===== config.mk =====
export PLATFORM = sky130hd
export DESIGN_NAME = cdm_sequencer
export DESIGN_NICKNAME = d
export VERILOG_FILES = /design/src/rtl/cdm_pkg.sv /design/src/rtl/cdm_sync.sv /design/src/rtl/cdm_sat_counter.sv /design/src/rtl/cdm_phase_fsm.sv /design/src/rtl/cdm_sequencer.sv
export SDC_FILE = /design/constraint.sdc
export NUM_CORES = 1
export LEC_CHECK = 0
export ABC_AREA = 0
export ABC_CLOCK_PERIOD_IN_PS = 1350
export BUFFER_PORTS_ARGS = -buffer_cell sky130_fd_sc_hd__buf_2
export CAP_MARGIN = 30
export CORE_UTILIZATION = 45
export DETAILED_ROUTE_END_ITERATION = 16
export PLACE_DENSITY = 0.8
export SETUP_SLACK_MARGIN = 0.3
export SKIP_CTS_REPAIR_TIMING = 1
export SYNTH_ARGS = -nofsm -noshare
export SYNTH_HDL_FRONTEND = slang
export SYNTH_SLANG_ARGS = --single-unit

===== constraint.sdc =====
create_clock -name clk -period 1.35 [get_ports clk]
set_clock_uncertainty 0.2 [all_clocks]
set_input_delay 0.0675 -clock clk [delete_from_list [all_inputs] [get_ports clk]]
set_output_delay 0.0675 -clock clk [all_outputs]
set_load 0.01 [all_outputs]

===== src/rtl/cdm_pkg.sv =====
// Shared definitions for the charge-discharge measurement sequencer.
// Assumes: nothing beyond IEEE 1800-2017.
package cdm_pkg;

    // Measurement phase encoding
    typedef enum logic [1:0] {
        PH_IDLE   = 2'd0,
        PH_CHARGE = 2'd1,
        PH_DISCH  = 2'd2
    } phase_t;

endpackage


===== src/rtl/cdm_sync.sv =====
// Multi-stage flop synchroniser for one asynchronous level.
// Assumes: input changes slower than the clock; reset value chosen per use.
module cdm_sync #(
    parameter int   STAGES  = 2,
    parameter logic RST_VAL = 1'b0
) (
    input  logic clk,
    input  logic rst_n,
    input  logic din,
    output logic dout
);
    logic [STAGES-1:0] chain;

    generate
        for (genvar i = 0; i < STAGES; i++) begin : g_stage
            // Shift the level one stage along the chain
            always_ff @(posedge clk) begin
                if (!rst_n)
                    chain[i] <= RST_VAL;
                else if (i == 0)
                    chain[i] <= din;
                else
                    chain[i] <= chain[(i == 0) ? 0 : i-1];
            end
        end
    endgenerate

    assign dout = chain[STAGES-1];

endmodule


===== src/rtl/cdm_sat_counter.sv =====
// Saturating up-counter with a sticky saturation flag.
// Assumes: clr has priority over inc; flag clears only on clr or reset.
module cdm_sat_counter #(
    parameter int CNT_W = 4
) (
    input  logic             clk,
    input  logic             rst_n,
    input  logic             clr,
    input  logic             inc,
    output logic [CNT_W-1:0] value,
    output logic             sat_flag
);
    localparam logic [CNT_W-1:0] CNT_MAX = '1;

    logic at_max;
    assign at_max = (value == CNT_MAX);

    // Count value: clear, step, or hold at the top
    always_ff @(posedge clk) begin
        if (!rst_n || clr)
            value <= '0;
        else if (inc && !at_max)
            value <= value + 1'b1;
    end

    // Sticky flag raised by a step attempted at the top value
    always_ff @(posedge clk) begin
        if (!rst_n || clr)
            sat_flag <= 1'b0;
        else if (inc && at_max)
            sat_flag <= 1'b1;
    end

    AST_NO_WRAP: assert property (@(posedge clk) disable iff (!rst_n)
        (at_max && !clr) |=> (value == CNT_MAX));
    AST_SAT_FLAG: assert property (@(posedge clk) disable iff (!rst_n)
        (at_max && inc && !clr) |=> sat_flag);
    AST_CNT_HOLD: assert property (@(posedge clk) disable iff (!rst_n)
        (!inc && !clr) |=> $stable(value));
    AST_CLR_ZERO: assert property (@(posedge clk) disable iff (!rst_n)
        clr |=> (value == '0 && !sat_flag));

endmodule


===== src/rtl/cdm_phase_fsm.sv =====
// Phase controller: idle, charge for reference high halves, discharge gated
// by the pulse under measurement, terminate on comparator return.
// Assumes: ref_rise is a one-cycle strobe, ref_lvl is the reference level one
// cycle behind the strobe, cmp_hi is already synchronised.
module cdm_phase_fsm
    import cdm_pkg::*;
(
    input  logic clk,
    input  logic rst_n,
    input  logic start,
    input  logic ref_rise,
    input  logic ref_lvl,
    input  logic cmp_hi,
    input  logic jitter,
    output logic charge_en,
    output logic discharge_en,
    output logic busy,
    output logic cnt_inc,
    output logic finish,
    output logic done
);
    phase_t phase;
    logic   armed;
    logic   leave_charge;

    assign leave_charge = (phase == PH_CHARGE) && ref_rise && (armed || !cmp_hi);
    assign finish       = (phase == PH_DISCH) && cmp_hi && !start;
    assign cnt_inc      = (phase == PH_DISCH) && ref_rise && !cmp_hi && !start;

    // Phase register: start wins, then termination, then charge exit
    always_ff @(posedge clk) begin
        if (!rst_n)
            phase <= PH_IDLE;
        else if (start)
            phase <= PH_CHARGE;
        else if (finish)
            phase <= PH_IDLE;
        else if (leave_charge)
            phase <= PH_DISCH;
    end

    // Remember a comparator low reading seen during this charge phase
    always_ff @(posedge clk) begin
        if (!rst_n || start)
            armed <= 1'b0;
        else if (phase == PH_CHARGE && !cmp_hi)
            armed <= 1'b1;
    end

    // One-cycle completion strobe
    always_ff @(posedge clk) begin
        if (!rst_n)
            done <= 1'b0;
        else
            done <= finish;
    end

    // Switch controls derived from the phase
    always_comb begin
        charge_en    = (phase == PH_CHARGE) && ref_lvl;
        discharge_en = (phase == PH_DISCH) && jitter;
        busy         = (phase != PH_IDLE);
    end

    AST_START_CHARGE: assert property (@(posedge clk) disable iff (!rst_n)
        start |=> (phase == PH_CHARGE));
    AST_ENTER_DISCH: assert property (@(posedge clk) disable iff (!rst_n)
        (phase == PH_CHARGE && !start && ref_rise && !cmp_hi) |=> (phase == PH_DISCH));
    AST_FINISH_IDLE: assert property (@(posedge clk) disable iff (!rst_n)
        (phase == PH_DISCH && cmp_hi && !start) |=> (phase == PH_IDLE && done));
    AST_DONE_PULSE: assert property (@(posedge clk) disable iff (!rst_n)
        done |=> !done);

endmodule


===== src/rtl/cdm_sequencer.sv =====
// Top of the charge-discharge measurement sequencer. Synchronises the
// reference and comparator, detects reference rising edges, runs the phase
// controller and the saturating counter, and latches the result.
// Assumes: reference period spans many system clocks; comparator idles high.
module cdm_sequencer #(
    parameter int CNT_W       = 4,
    parameter int SYNC_STAGES = 2
) (
    input  logic             clk,
    input  logic             rst_n,
    input  logic             ref_clk_in,
    input  logic             start_req,
    input  logic             jitter_pulse,
    input  logic             cmp_out,
    output logic             charge_en,
    output logic             discharge_en,
    output logic             busy,
    output logic             done,
    output logic [CNT_W-1:0] result,
    output logic             overflow
);
    logic             ref_s;
    logic             ref_d;
    logic             ref_rise;
    logic             cmp_s;
    logic             cnt_inc;
    logic             finish;
    logic [CNT_W-1:0] count;

    cdm_sync #(.STAGES(SYNC_STAGES), .RST_VAL(1'b0)) u_ref_sync (
        .clk  (clk),
        .rst_n(rst_n),
        .din  (ref_clk_in),
        .dout (ref_s)
    );

    cdm_sync #(.STAGES(SYNC_STAGES), .RST_VAL(1'b1)) u_cmp_sync (
        .clk  (clk),
        .rst_n(rst_n),
        .din  (cmp_out),
        .dout (cmp_s)
    );

    // Delay the synchronised reference by one cycle for edge detection
    always_ff @(posedge clk) begin
        if (!rst_n)
            ref_d <= 1'b0;
        else
            ref_d <= ref_s;
    end

    assign ref_rise = ref_s && !ref_d;

    cdm_phase_fsm u_fsm (
        .clk         (clk),
        .rst_n       (rst_n),
        .start       (start_req),
        .ref_rise    (ref_rise),
        .ref_lvl     (ref_d),
        .cmp_hi      (cmp_s),
        .jitter      (jitter_pulse),
        .charge_en   (charge_en),
        .discharge_en(discharge_en),
        .busy        (busy),
        .cnt_inc     (cnt_inc),
        .finish      (finish),
        .done        (done)
    );

    cdm_sat_counter #(.CNT_W(CNT_W)) u_cnt (
        .clk     (clk),
        .rst_n   (rst_n),
        .clr     (start_req),
        .inc     (cnt_inc),
        .value   (count),
        .sat_flag(overflow)
    );

    // Result register: cleared by start, loaded at termination
    always_ff @(posedge clk) begin
        if (!rst_n || start_req)
            result <= '0;
        else if (finish)
            result <= count;
    end

    AST_SWITCH_EXCL: assert property (@(posedge clk) disable iff (!rst_n)
        !(charge_en && discharge_en));
    AST_DIS_GATED: assert property (@(posedge clk) disable iff (!rst_n)
        discharge_en |-> jitter_pulse);
    AST_RESULT_HOLD: assert property (@(posedge clk) disable iff (!rst_n)
        (!start_req && !finish) |=> $stable(result));

endmodule


==> flow_summary.toml <==
[yosys]
syn_avg_cell_area_um2 = 9.94
synth_cell_types = 27
syn_nets = 78
yosysWarningCount = 0
postSynthRegisterBits = 18
syn-cell-area_um2 = 706
yosysSeqAreaShare_pct = 51.1
postSynthCellCount = 71

[die]
start_util_pct = 51.0
fp-row-count = 13
core-area_um2 = 1380
io_pins = 15
fp.dieH_um = 41.6
die_w_um = 41.6
die-area_um2 = 1730

[critical_path]
r2r-start = "u_cmp_sync.dout"
critPathMaxFanout = 6
critPathRequiredTime_ns = 1.37
ff2ff_setup_slack_ns = -0.15
endpoint_kind = "flip-flop"
rr_worst_depth = 5
path_cells = "nor4b_4 > and2_4 > buf_4 > nand3_1 > a21oi_1"
crit_type = "flip-flop to flip-flop"
critPathLaunchType = "flip-flop"
slowest_delay_ns = 0.35
worstPathArrival_ns = 1.52
crit_start = "u_cmp_sync.dout"
r2r_end = "u_cnt.value[1]"
crit_slowest_cell = "dfxtp_2"

[hold_path]
holdCritStartpoint = "start_req"
min_path_cells = 2
holdPathEnd = "u_fsm.phase[0]"
holdCritPathClass = "input pin to flip-flop"

[power]
ir_drop_uv = 852
p_leak_nw = 0.446
powerDensity_nw_per_um2 = 832

[global_route]
grt_max_degree = 13
grt.overflow.total = 0
grt_pass1_wl_um = 2250
first_global_vias = 501
track_usage_pct = 17.3
antenna_found_initial = 0

[timing]
tightest_slew_ns = 0.494
hold_ws_ns = -0.128
fmax_mhz = 665
hold_violations = 1
setup_ws_ns = -0.153
period_share_pct = 111
grt_setup_unrepaired = "true"
relSlewSlack_pct = 67.1
finalCriticalPeriod_ns = 1.50
setup_viol = 6
finalMaxSlewViolations = 0

[cells_and_area]
fillers = 78
utilization_pct = 82.3
layout-area-overhead-vs-synth_pct = 61.2
finalInstanceArea_um2 = 1140
antenna_cells = 0
fin_cells = 121
drive_gt1_share_pct = 58.5
nNetsFinal = 114

[outcome]
status = "finished, violations left"
violations = "negative hold slack, negative setup slack"

[drt]
wl_per_cell_um = 17.3
initialDrtViolationCount = 13
drtAntennaViolNets = 0
avgViaCountPerCell = 5.67
drc = 0
vias = 686
wl_um = 2090
dr.pass1.iters = 4

[place]
dpl.hpwl_um = 927
placed_cell_area_um2 = 865
dp_slack_ns = -0.0969
port_buffers = 14
gp_congestion = 0.823
placed_cells = 106

[clock_tree]
clk_latency_ns = 0.30
cts.reportedPaths.clkPinSlew_ns = 0.11
clockBufferDepth = 2
cts-root-buf = "clkbuf_4"
numCtsBuffers = 3
h-tree-depth = 1
cts_tree = "built"
cts_sinks = 18

[run]
max_cap_viol_count = 0
final cells by class:
cell class / count / area, um^2 / share of cell area, %
clock buffers: 4 / 36.3 / 3.19
multi-input cells: 50 / 422 / 37.1
well taps: 15 / 18.8 / 1.65
flip-flops and latches: 18 / 375 / 33.0
repair buffers: 32 / 275 / 24.2
inverters: 2 / 10.0 / 0.880
cell usage after synthesis:
master    count  area, um^2
a211oi_2      1        12.5
a21boi_0      1        7.51
a21oi_1       7        35.0
a41oi_1       1        8.76
a41oi_2       1        16.3
and2_1        4        25.0
and2_4        1        8.76
and3_1        1        6.26
and4b_1       1        10.0
clkbuf_1      1        3.75
dfxtp_1      18         360
ha_1          1        12.5
inv_1         2        7.51
mux2i_1       2        20.0
nand2_1       4        15.0
nand2b_1      5        31.3
nand3_1       6        30.0
nand3b_1      1        7.51
nor2_1        5        18.8
nor2b_2       1        8.76
nor3_1        1        5.00
nor3b_2       1        12.5
nor4b_2       1        15.0
o21a_1        1        7.51
o21ai_0       1        5.00
or2_2         1        6.26
xor2_1        1        8.76
how the worst max path moves through the flow:
stage / depth (start not counted) / slack [ns] / to
after floorplan: 4 / -0.04 / u_cnt.value[3]
after global placement: 4 / -0.06 / u_cnt.value[3]
after detailed placement: 4 / -0.1 / u_cnt.value[3]
after CTS: 3 / -0.14 / busy
after global routing: 5 / -0.22 / u_cnt.value[1]
final: 5 / -0.15 / u_cnt.value[1]
flip-flops by register name, summed over array words and instances (netlist names):
signal and flops:
u_cnt.sat_flag 1, u_fsm.done 1, u_ref_sync.chain 1, u_fsm.phase 2
u_ref_sync.dout 1, u_fsm.armed 1, u_cmp_sync.dout 1, u_cmp_sync.chain 1
ref_d 1, result 4, u_cnt.value 4
per-stage QoR:
step / setup TNS, ns / power [mW]
floorplan: -0.0436 / 0.578
global placement: -0.0995 / 0.599
detailed placement: -0.167 / 0.600
CTS: -0.374 / 0.925
global route: -0.993 / 0.975
finish: -0.556 / 0.947
kinds of logic (layout without fill, tap and decap cells):
kind of cell	after synthesis	in the layout	share of synthesized area (%)
AOI/OAI and AO/OA	13	13	13.1
xor gates and xnor gates	1	1	1.24
adders and majority gates	1	1	1.77
buffers and inverters	3	38	1.60
DFF	18	18	51.1
muxes	2	2	2.84
and+or+nand+nor	33	33	28.4
power breakdown:
| part | switching [mW] | leakage, nW | internal, mW |
|---|---|---|---|
| Clock | 0.167 | 0.0210 | 0.164 |
| Combinational | 0.0294 | 0.274 | 0.0374 |
| Sequential | 0.00802 | 0.151 | 0.540 |
| Total | 0.204 | 0.446 | 0.742 |
cell usage in the layout (no fill, tap or decap), types with 2 or more instances in the layout:
cell	count
dfxtp_1	6
and2_1	4
clkbuf_4	3
nand3_1	3
buf_4	10
nand2_2	2
nand2b_1	5
a21oi_1	6
dlygate4sd3_1	3
mux2i_1	2
nand3_2	2
dfxtp_2	12
buf_2	7
buf_6	12
nor2_1	5
worst max-delay path, delay by kind of cell (launching register included):
kind                   cells  cell delay (ns)
AO/OA/AOI/OAI              1             0.15
flip-flops                 1             0.35
AND/OR/NAND/NOR            3             0.62
buffers and inverters      1             0.12
layer usage:
| layer | wire, um | GRT usage (%) | part of all wire [%] |
|---|---|---|---|
| met5 | 0 | 0 | 0 |
| met4 | 52 | 11.6 | 2.5 |
| met3 | 126 | 3.91 | 6.0 |
| met2 | 1040 | 24.4 | 49 |
| met1 | 878 | 23.2 | 42 |
No activity file was read; power rests on OpenSTA's default activity.
